File: src/rtl/ccp_pkg.sv
package ccp_pkg;
  localparam int PH_W = 2;

  typedef enum logic [1:0] {
    MODE_OFF = 2'd0,
    MODE_CAP = 2'd1,
    MODE_CMP = 2'd2,
    MODE_PWM = 2'd3
  } ccp_mode_e;

  localparam logic [1:0] CAP_FALL = 2'd0;
  localparam logic [1:0] CAP_RISE = 2'd1;
  localparam logic [1:0] CAP_DIVA = 2'd2;

  localparam logic [1:0] ACT_HIGH = 2'd1;
  localparam logic [1:0] ACT_LOW  = 2'd2;

  typedef struct packed {
    logic [PH_W-1:0] dlo;
    logic [1:0]      sub;
    ccp_mode_e       mode;
  } ctrl_t;
endpackage

File: src/rtl/ccp_regs.sv
module ccp_regs
  import ccp_pkg::*;
#(
  parameter int TMR_W  = 16,
  parameter int ADDR_W = 2
) (
  input  logic              clk,
  input  logic              rst,
  input  logic              wr_en,
  input  logic [ADDR_W-1:0] wr_addr,
  input  logic [7:0]        wr_data,
  input  logic              cap_ev,
  input  logic [TMR_W-1:0]  cap_val,
  input  logic              evt,
  output ctrl_t             ctrl_q,
  output logic [TMR_W-1:0]  val_q,
  output logic              flag_q,
  output logic              cfg_chg
);
  localparam int NB = TMR_W / 8;
  localparam logic [ADDR_W-1:0] A_CTRL = '0;
  localparam logic [ADDR_W-1:0] A_FLAG = ADDR_W'(NB + 1);

  logic wr_ctrl;
  assign wr_ctrl = wr_en && (wr_addr == A_CTRL);
  assign cfg_chg = wr_ctrl && (wr_data[3:0] != {ctrl_q.sub, ctrl_q.mode});

  always_ff @(posedge clk) begin
    if (rst) begin
      ctrl_q <= '0;
    end else if (wr_ctrl) begin
      ctrl_q.mode <= ccp_mode_e'(wr_data[1:0]);
      ctrl_q.sub  <= wr_data[3:2];
      ctrl_q.dlo  <= wr_data[4 +: PH_W];
    end
  end

  logic [7:0] lane_q [NB];

  for (genvar b = 0; b < NB; b++) begin : g_lane
    localparam logic [ADDR_W-1:0] A_LANE = ADDR_W'(b + 1);
    always_ff @(posedge clk) begin
      if (rst)
        lane_q[b] <= '0;
      else if (cap_ev)
        lane_q[b] <= cap_val[8*b +: 8];
      else if (wr_en && (wr_addr == A_LANE))
        lane_q[b] <= wr_data;
    end
    assign val_q[8*b +: 8] = lane_q[b];
  end

  always_ff @(posedge clk) begin
    if (rst)
      flag_q <= 1'b0;
    else if (evt)
      flag_q <= 1'b1;
    else if (wr_en && (wr_addr == A_FLAG))
      flag_q <= wr_data[0];
  end
endmodule

File: src/rtl/ccp_capture.sv
module ccp_capture
  import ccp_pkg::*;
#(
  parameter int DIV_A = 4,
  parameter int DIV_B = 16
) (
  input  logic       clk,
  input  logic       rst,
  input  logic       en,
  input  logic [1:0] sel,
  input  logic       cfg_chg,
  input  logic       pin,
  output logic       cap_ev
);
  localparam int CNT_W = $clog2(DIV_B);

  logic             pin_q;
  logic [CNT_W-1:0] cnt_q;
  logic [CNT_W-1:0] target;
  logic             rise, fall;

  assign rise   = pin && !pin_q;
  assign fall   = !pin && pin_q;
  assign target = (sel == CAP_DIVA) ? CNT_W'(DIV_A - 1) : CNT_W'(DIV_B - 1);

  always_ff @(posedge clk) begin
    if (rst) pin_q <= 1'b0;
    else     pin_q <= pin;
  end

  always_comb begin
    cap_ev = 1'b0;
    if (en && !cfg_chg) begin
      case (sel)
        CAP_FALL: cap_ev = fall;
        CAP_RISE: cap_ev = rise;
        default:  cap_ev = rise && (cnt_q == target);
      endcase
    end
  end

  always_ff @(posedge clk) begin
    if (rst || !en || cfg_chg)
      cnt_q <= '0;
    else if (sel[1] && rise)
      cnt_q <= (cnt_q == target) ? '0 : cnt_q + 1'b1;
  end
endmodule

File: src/rtl/ccp_pwm.sv
module ccp_pwm
  import ccp_pkg::*;
#(
  parameter int PER_W = 8
) (
  input  logic                  clk,
  input  logic                  rst,
  input  logic [PER_W+PH_W-1:0] duty_new,
  input  logic [PER_W-1:0]      per_cnt,
  input  logic [PH_W-1:0]       per_phase,
  input  logic                  per_start,
  input  logic                  cur,
  output logic                  nxt
);
  logic [PER_W+PH_W-1:0] dbuf_q;

  always_ff @(posedge clk) begin
    if (rst)            dbuf_q <= '0;
    else if (per_start) dbuf_q <= duty_new;
  end

  always_comb begin
    if (per_start)
      nxt = |duty_new;
    else if ({per_cnt, per_phase} == dbuf_q)
      nxt = 1'b0;
    else
      nxt = cur;
  end
endmodule

File: src/rtl/ccp_unit.sv
module ccp_unit
  import ccp_pkg::*;
#(
  parameter int TMR_W  = 16,
  parameter int PER_W  = 8,
  parameter int DIV_A  = 4,
  parameter int DIV_B  = 16,
  parameter int ADDR_W = 2
) (
  input  logic              clk,
  input  logic              rst,
  input  logic              wr_en,
  input  logic [ADDR_W-1:0] wr_addr,
  input  logic [7:0]        wr_data,
  input  logic [TMR_W-1:0]  tmr_cnt,
  input  logic              cap_pin,
  input  logic [PER_W-1:0]  per_cnt,
  input  logic [PH_W-1:0]   per_phase,
  input  logic              per_start,
  output logic [TMR_W-1:0]  val_o,
  output logic              irq_o,
  output logic              out_pin
);
  localparam int DUTY_W = PER_W + PH_W;

  ctrl_t             ctrl_q;
  logic [TMR_W-1:0]  val_q;
  logic              flag_q, cfg_chg, cap_ev, match, pwm_nxt, pin_q;
  logic [1:0]        mode_w, sub_w;
  logic [DUTY_W-1:0] duty_new;

  assign mode_w   = ctrl_q.mode;
  assign sub_w    = ctrl_q.sub;
  assign match    = (mode_w == MODE_CMP) && (tmr_cnt == val_q);
  assign duty_new = {val_q[PER_W-1:0], ctrl_q.dlo};

  ccp_regs #(.TMR_W(TMR_W), .ADDR_W(ADDR_W)) u_regs (
    .clk(clk), .rst(rst), .wr_en(wr_en), .wr_addr(wr_addr), .wr_data(wr_data),
    .cap_ev(cap_ev), .cap_val(tmr_cnt), .evt(cap_ev || match),
    .ctrl_q(ctrl_q), .val_q(val_q), .flag_q(flag_q), .cfg_chg(cfg_chg)
  );

  ccp_capture #(.DIV_A(DIV_A), .DIV_B(DIV_B)) u_cap (
    .clk(clk), .rst(rst), .en(mode_w == MODE_CAP), .sel(sub_w),
    .cfg_chg(cfg_chg), .pin(cap_pin), .cap_ev(cap_ev)
  );

  ccp_pwm #(.PER_W(PER_W)) u_pwm (
    .clk(clk), .rst(rst), .duty_new(duty_new), .per_cnt(per_cnt),
    .per_phase(per_phase), .per_start(per_start), .cur(pin_q), .nxt(pwm_nxt)
  );

  always_ff @(posedge clk) begin
    if (rst) begin
      pin_q <= 1'b0;
    end else begin
      case (mode_w)
        MODE_CMP: begin
          if (match) begin
            if (sub_w == ACT_HIGH)     pin_q <= 1'b1;
            else if (sub_w == ACT_LOW) pin_q <= 1'b0;
          end
        end
        MODE_PWM: pin_q <= pwm_nxt;
        default:  pin_q <= 1'b0;
      endcase
    end
  end

  assign val_o   = val_q;
  assign irq_o   = flag_q;
  assign out_pin = pin_q;
endmodule

File: config.mk
export PLATFORM = sky130hd
export DESIGN_NAME = ccp_unit
export DESIGN_NICKNAME = d
export VERILOG_FILES = /design/src/rtl/ccp_pkg.sv /design/src/rtl/ccp_regs.sv /design/src/rtl/ccp_capture.sv /design/src/rtl/ccp_pwm.sv /design/src/rtl/ccp_unit.sv
export SDC_FILE = /design/constraint.sdc
export NUM_CORES = 1
export LEC_CHECK = 0
export BUFFER_PORTS_ARGS = -buffer_cell sky130_fd_sc_hd__buf_4
export CAP_MARGIN = 20
export CORE_MARGIN = 4
export CORE_UTILIZATION = 56
export DETAILED_ROUTE_END_ITERATION = 10
export GPL_TIMING_DRIVEN = 0
export PLACE_DENSITY = 0.85
export RECOVER_POWER = 25
export SETUP_SLACK_MARGIN = 0.05
export SLEW_MARGIN = 20
export SYNTH_ARGS = -nofsm -noshare
export SYNTH_HDL_FRONTEND = slang
export SYNTH_SLANG_ARGS = --single-unit
File: constraint.sdc
create_clock -name clk -period 6.31 [get_ports clk]
set_clock_uncertainty 0.1 [all_clocks]
set_input_delay 0.3155 -clock clk [delete_from_list [all_inputs] [get_ports clk]]
set_output_delay 0.3155 -clock clk [all_outputs]
set_load 0.005 [all_outputs]
Word level (Yosys, flattened, before mapping)
Memories as Yosys holds them, arrays and structs flattened.
Cells that the tools add are included.
{ "classes": {"n_addsub": 1, "n_eq_ne": 15, "muxes": 29, "n_bitwise": 4, "reduce_logical": 23} }
{ "op_table": {"columns": ["cell", "count"], "rows": [
  ["$mux W8", 4],
  ["$mux W1", 21],
  ["$eq A16 B16 Y1", 1],
  ["$logic_and A1 B1 Y1", 11],
  ["$eq A10 B10 Y1", 1],
  ["$eq A2 B2 Y1 const B", 5],
  ["$reduce_or A10 Y1", 1],
  ["$mux W4", 2],
  ["$eq A2 B1 Y1 const B", 3],
  ["$add A4 B1 Y4 const B", 1],
  ["$eq A4 B4 Y1", 1],
  ["$logic_not A1 Y1", 4],
  ["$logic_not A2 Y1", 2],
  ["$ne A4 B4 Y1", 1],
  ["$or A1 B1 Y1", 4],
  ["$pmux W1 S2", 2],
  ["$logic_or A1 B1 Y1", 3],
  ["$ne A3 B1 Y1 const B", 1],
  ["$ne A3 B2 Y1 const B", 1],
  ["$reduce_and A3 Y1", 1],
  ["$ne A2 B2 Y1 const B", 1],
  ["$reduce_bool A2 Y1", 1]
]} }
{ "totals": {"regBits": 23, "ram_bits": 16, "in_bits": 41, "output_inout_bits": 18, "memories": 1} }
{ "memory_table": {"columns": ["name", "depth", "word_bits", "rd", "rd_clocked_by_memory_dff", "write_ports", "line", "rtl"], "rows": [
  ["u_regs.lane_q", 2, 8, 2, 0, 2, "ccp_regs.sv:38", "logic [7:0] lane_q [NB];"]
]} }

Longest topological paths before layout
{ "depth": {"word_depth": 11, "ltp_mapped": 8} }

Modules after synthesis
From an unflattened synthesis, not the netlist that was laid out.
{ "unflattened": {"cells_unflattened": 195, "hier_area_um2": 2114.5} }
{ "by_module_without_submodules": {"columns": ["module", "instances", "cells_per_inst", "area_per_inst_um2"], "rows": [
  ["ccp_regs", 1, 73, 1023.5],
  ["ccp_pwm", 1, 51, 503.0],
  ["ccp_capture", 1, 37, 311.5],
  ["ccp_unit", 1, 34, 276.5]
]} }

Worst setup path before layout
OpenSTA, ideal clock, no wires.
{ "synth_timing": {"kind": "register to register", "start": "register u_regs.ctrl_q[3] (netlist name)", "end": "memory u_regs.lane_q[0][0] (enable)", "setup_ns": 0.384, "t_arrival_ns": 1.733, "path_slack_ns": 4.093, "stages_incl_launch_ff": 9, "cell_sequence": "dfxtp_1 -> buf_6 -> or4b_1 -> o21ai_2 -> a31oi_4 -> nor2b_4 -> nor2_4 -> buf_6 -> o21ai_0"} }
{ "synth_lines": {"columns": ["element", "line"], "rows": [
  ["end: declaration", "ccp_regs.sv:38"]
]} }

==> out/summary.txt <==
detail-routed via count per cell: 5.629
Synthesis Warnings: 0
number of synthesized flops with an enable pin: 16
dpl hpwl: 3.864 mm
hold-fix buffer count after cts: 0
CTS H-tree lvls: 2
area enclosed by the die boundary: 0.004744 mm²
Core Footprint: 0.003468 mm²
iteration-0 DRC count of the detailed router: 117
routed vias: 1728
Netlist cell types: 42
transition time at the pin with the least slew margin: 1162 ps
Initial Utilization: 59.85%
P per Cell Area: 209.1 mW/mm²
placement row count: 21
hold path startpoint: cap_pin
Area contributors post-synth: sky130_fd_sc_hd__edfxtp_1 (23%), sky130_fd_sc_hd__dfxtp_1 (22%), sky130_fd_sc_hd__xnor2_1 (10%), sky130_fd_sc_hd__a32o_1 (7.7%), sky130_fd_sc_hd__mux2i_1 (7.2%)
Peak VDD IR: 0.0002037 V
sequential element share of the synthesized area: 45.33%
Clk Latency, worst-skew pair: 290 ps
Final Worst Setup Slack: 3803 ps
number of max-slew violations in the final report: 0
aggregate global-route resource usage: 24.38%
Worst Setup Start Kind: flop
detailed-route DRC error count: 0
Static Leak: 0.9911 nW
leading register cell type out of synthesis: sky130_fd_sc_hd__dfxtp_1
final period utilization: 39.73%
Die X-Extent: 68.88 µm
global-route wire length before repair: 8.362 mm
nets: 302
Synth top area share: 23.15%
RSZ-0062 raised after global routing: no
root buffer selected by CTS: sky130_fd_sc_hd__clkbuf_8
critical path type: flop to flop
final cell utilization of the core: 76.26%
iteration count of the initial detailed-routing pass: 4
fraction of layout instances using a drive strength above 1: 27.59%
die outline height: 68.88 µm
CP Data Required Time: 6110 ps
maximum fanout count along the critical path: 10
clock sinks: 39
maximum count of clock buffers along a single path: 2
final setup fails: 0
Avg WL per Cell: 16.57 µm
via count of the first global-routing pass: 1819
weighted congestion at the end of routability-driven global placement: 0.8327
share of flip-flops with an asynchronous set or reset after synthesis: 0%
count of buffers inserted at the top-level ports: 58
mean cell area of the mapped netlist: 10.64 µm²
CP arrival: 2310 ps
area of the mapped netlist: 0.002076 mm²
TritonCTS clock tree: built
total detailed-routing wirelength: 5.088 mm
maximum number of pins on one net before global-route repair: 12
Hold/Removal Path Class: primary input to flop
Place WS: 3842 ps
flip-flop and latch count after synthesis: 39
start of the worst register-to-register path: u_regs.ctrl_q[3]$_SDFFE_PP0P_
layout overhead on the synthesized area: 27.43%
fmax: 398.9 MHz
register-to-register setup slack: 3800 ps
total count of hold-check failures in the final report: 0
number of antenna diodes: 0
final global-route overflow total: 0
number of clock buffers inserted by TritonCTS: 5
number of nets with antenna violations after routing: 0
Post-CTS Resized: 0
Slew HR: 21.74%
most area-hungry cell type in the Yosys netlist: sky130_fd_sc_hd__edfxtp_1
launch point of the worst path: u_regs.ctrl_q[3]$_SDFFE_PP0P_
total non-filler cell area in the finished layout: 0.002645 mm²
cell area after placement: 0.002569 mm²
reported max-cap violation count: 0
Final min period: 2507 ps
clock edge transition at the registers on the reported setup and hold paths: 70 ps
Post-CTS Setup Repair Bufs: 0
number of antenna violations at the first check in global routing: 0
syn nets: 237
gate count after technology mapping: 195
count of pins on the block boundary: 59
status: finished, final reports clean
sort of element at the end of the critical path: flop
Setup Total Neg Slack: 0 ps
worst hold slack after final layout: 179.0 ps
-- layer usage --
metal | track usage [%] | vias to the layer above | share of wire, %
li1 | - | 853 | -
met1 | 30.42 | 827 | 44
met2 | 42.98 | 43 | 51
met3 | 4.538 | 5 | 4.5
met4 | 6.569 | 0 | 1.0
met5 | 0 | - | 0
-- state kept, by name, summed over array words and instances, names as in the netlist --
name and flops:
u_cap.pin_q 1, u_regs.flag_q 1, u_regs.lane_q 16, u_cap.cnt_q 4
out_pin 1, u_pwm.dbuf_q 10, u_regs.ctrl_q 6
-- area by class of cell --
type / instances / area (µm²)
Fill cell: 265 / 823.3
Inverter: 2 / 7.507
Clock buffer: 8 / 100.1
Sequential cell: 39 / 940.9
Multi-Input combinational cell: 147 / 1076
Tap cell: 46 / 57.56
Buffer: 7 / 42.54
Timing Repair Buffer: 58 / 420.4
-- critical path, cell delays in order (launching register included) --
cell	delay, ps
sky130_fd_sc_hd__dfxtp_1	330
sky130_fd_sc_hd__buf_6	130
sky130_fd_sc_hd__or4b_1	460
sky130_fd_sc_hd__o21ai_2	100
sky130_fd_sc_hd__a31oi_4	140
sky130_fd_sc_hd__nor2b_4	170
sky130_fd_sc_hd__nor2_4	80
sky130_fd_sc_hd__buf_6	180
sky130_fd_sc_hd__o21ai_0	430
-- per-stage QoR --
| stage | std cells | power [W] |
|---|---|---|
| after floorplan | 195 | 0.0003299 |
| after global placement | 299 | 0.0003752 |
| after detailed placement | 299 | 0.0003766 |
| after CTS | 307 | 0.0005574 |
| after global routing | 307 | 0.0005763 |
| final | 307 | 0.0005531 |
-- cell usage after synthesis (2+ instances only) --
master / instances
sky130_fd_sc_hd__nor2b_1: 3
sky130_fd_sc_hd__a32o_1: 16
sky130_fd_sc_hd__a21oi_1: 9
sky130_fd_sc_hd__nor4_1: 2
sky130_fd_sc_hd__nand2_1: 7
sky130_fd_sc_hd__mux2i_1: 15
sky130_fd_sc_hd__nand4_1: 7
sky130_fd_sc_hd__buf_6: 3
sky130_fd_sc_hd__buf_2: 2
sky130_fd_sc_hd__o21ai_0: 3
sky130_fd_sc_hd__nand2b_1: 3
sky130_fd_sc_hd__nor2_4: 2
sky130_fd_sc_hd__xor2_1: 4
sky130_fd_sc_hd__nor2_1: 24
sky130_fd_sc_hd__nor3_1: 3
sky130_fd_sc_hd__dfxtp_1: 23
sky130_fd_sc_hd__inv_1: 2
sky130_fd_sc_hd__edfxtp_1: 16
sky130_fd_sc_hd__xnor2_1: 24
sky130_fd_sc_hd__nand3b_1: 2
sky130_fd_sc_hd__nand3_1: 4
-- power by group --
part           internal [W]  switching [W]
Combinational     0.0000466      0.0000393
Clock             0.0000997      0.0000826
Sequential         0.000274      0.0000109
-- cell families (layout without fill, tap and decap cells) --
kind of cell	count (synthesis)	after routing	share of synthesized area, %
xor gates and xnor gates	28	28	11.81
muxes	16	16	7.776
DFF	39	39	45.33
and+or+nand+nor	66	66	17.36
adders and majority gates	1	1	0.6027
buffers and inverters	9	75	2.833
AOI/OAI and AO/OA	36	36	14.29
-- cell usage in the layout, fill, tap and decap left out, drive strengths merged, types with 2 or more instances in the layout --
master / Yosys / layout
nand4: 7 / 7
a31oi: 2 / 2
nor3: 3 / 3
a21oi: 10 / 10
mux2i: 15 / 15
xnor2: 24 / 24
nand3b: 2 / 2
o21ai: 4 / 4
nor2b: 4 / 4
nand2: 7 / 7
buf: 6 / 56
nand2b: 3 / 3
dfxtp: 23 / 23
clkbuf: 1 / 17
a32o: 16 / 16
nand3: 4 / 4
nor4: 2 / 2
inv: 2 / 2
nor2: 26 / 26
edfxtp: 16 / 16
xor2: 4 / 4
-- worst paths after layout --
path	end	cells past startpoint
min	u_cap.pin_q$_SDFF_PP0_	2
min reg2reg	u_cap.cnt_q[1]$_SDFFE_PP0P_	2
max	u_regs.lane_q[0][5]$_DFFE_PP_	8
max reg2reg	u_regs.lane_q[0][5]$_DFFE_PP_	8
No activity file was read; power rests on OpenSTA's default activity.
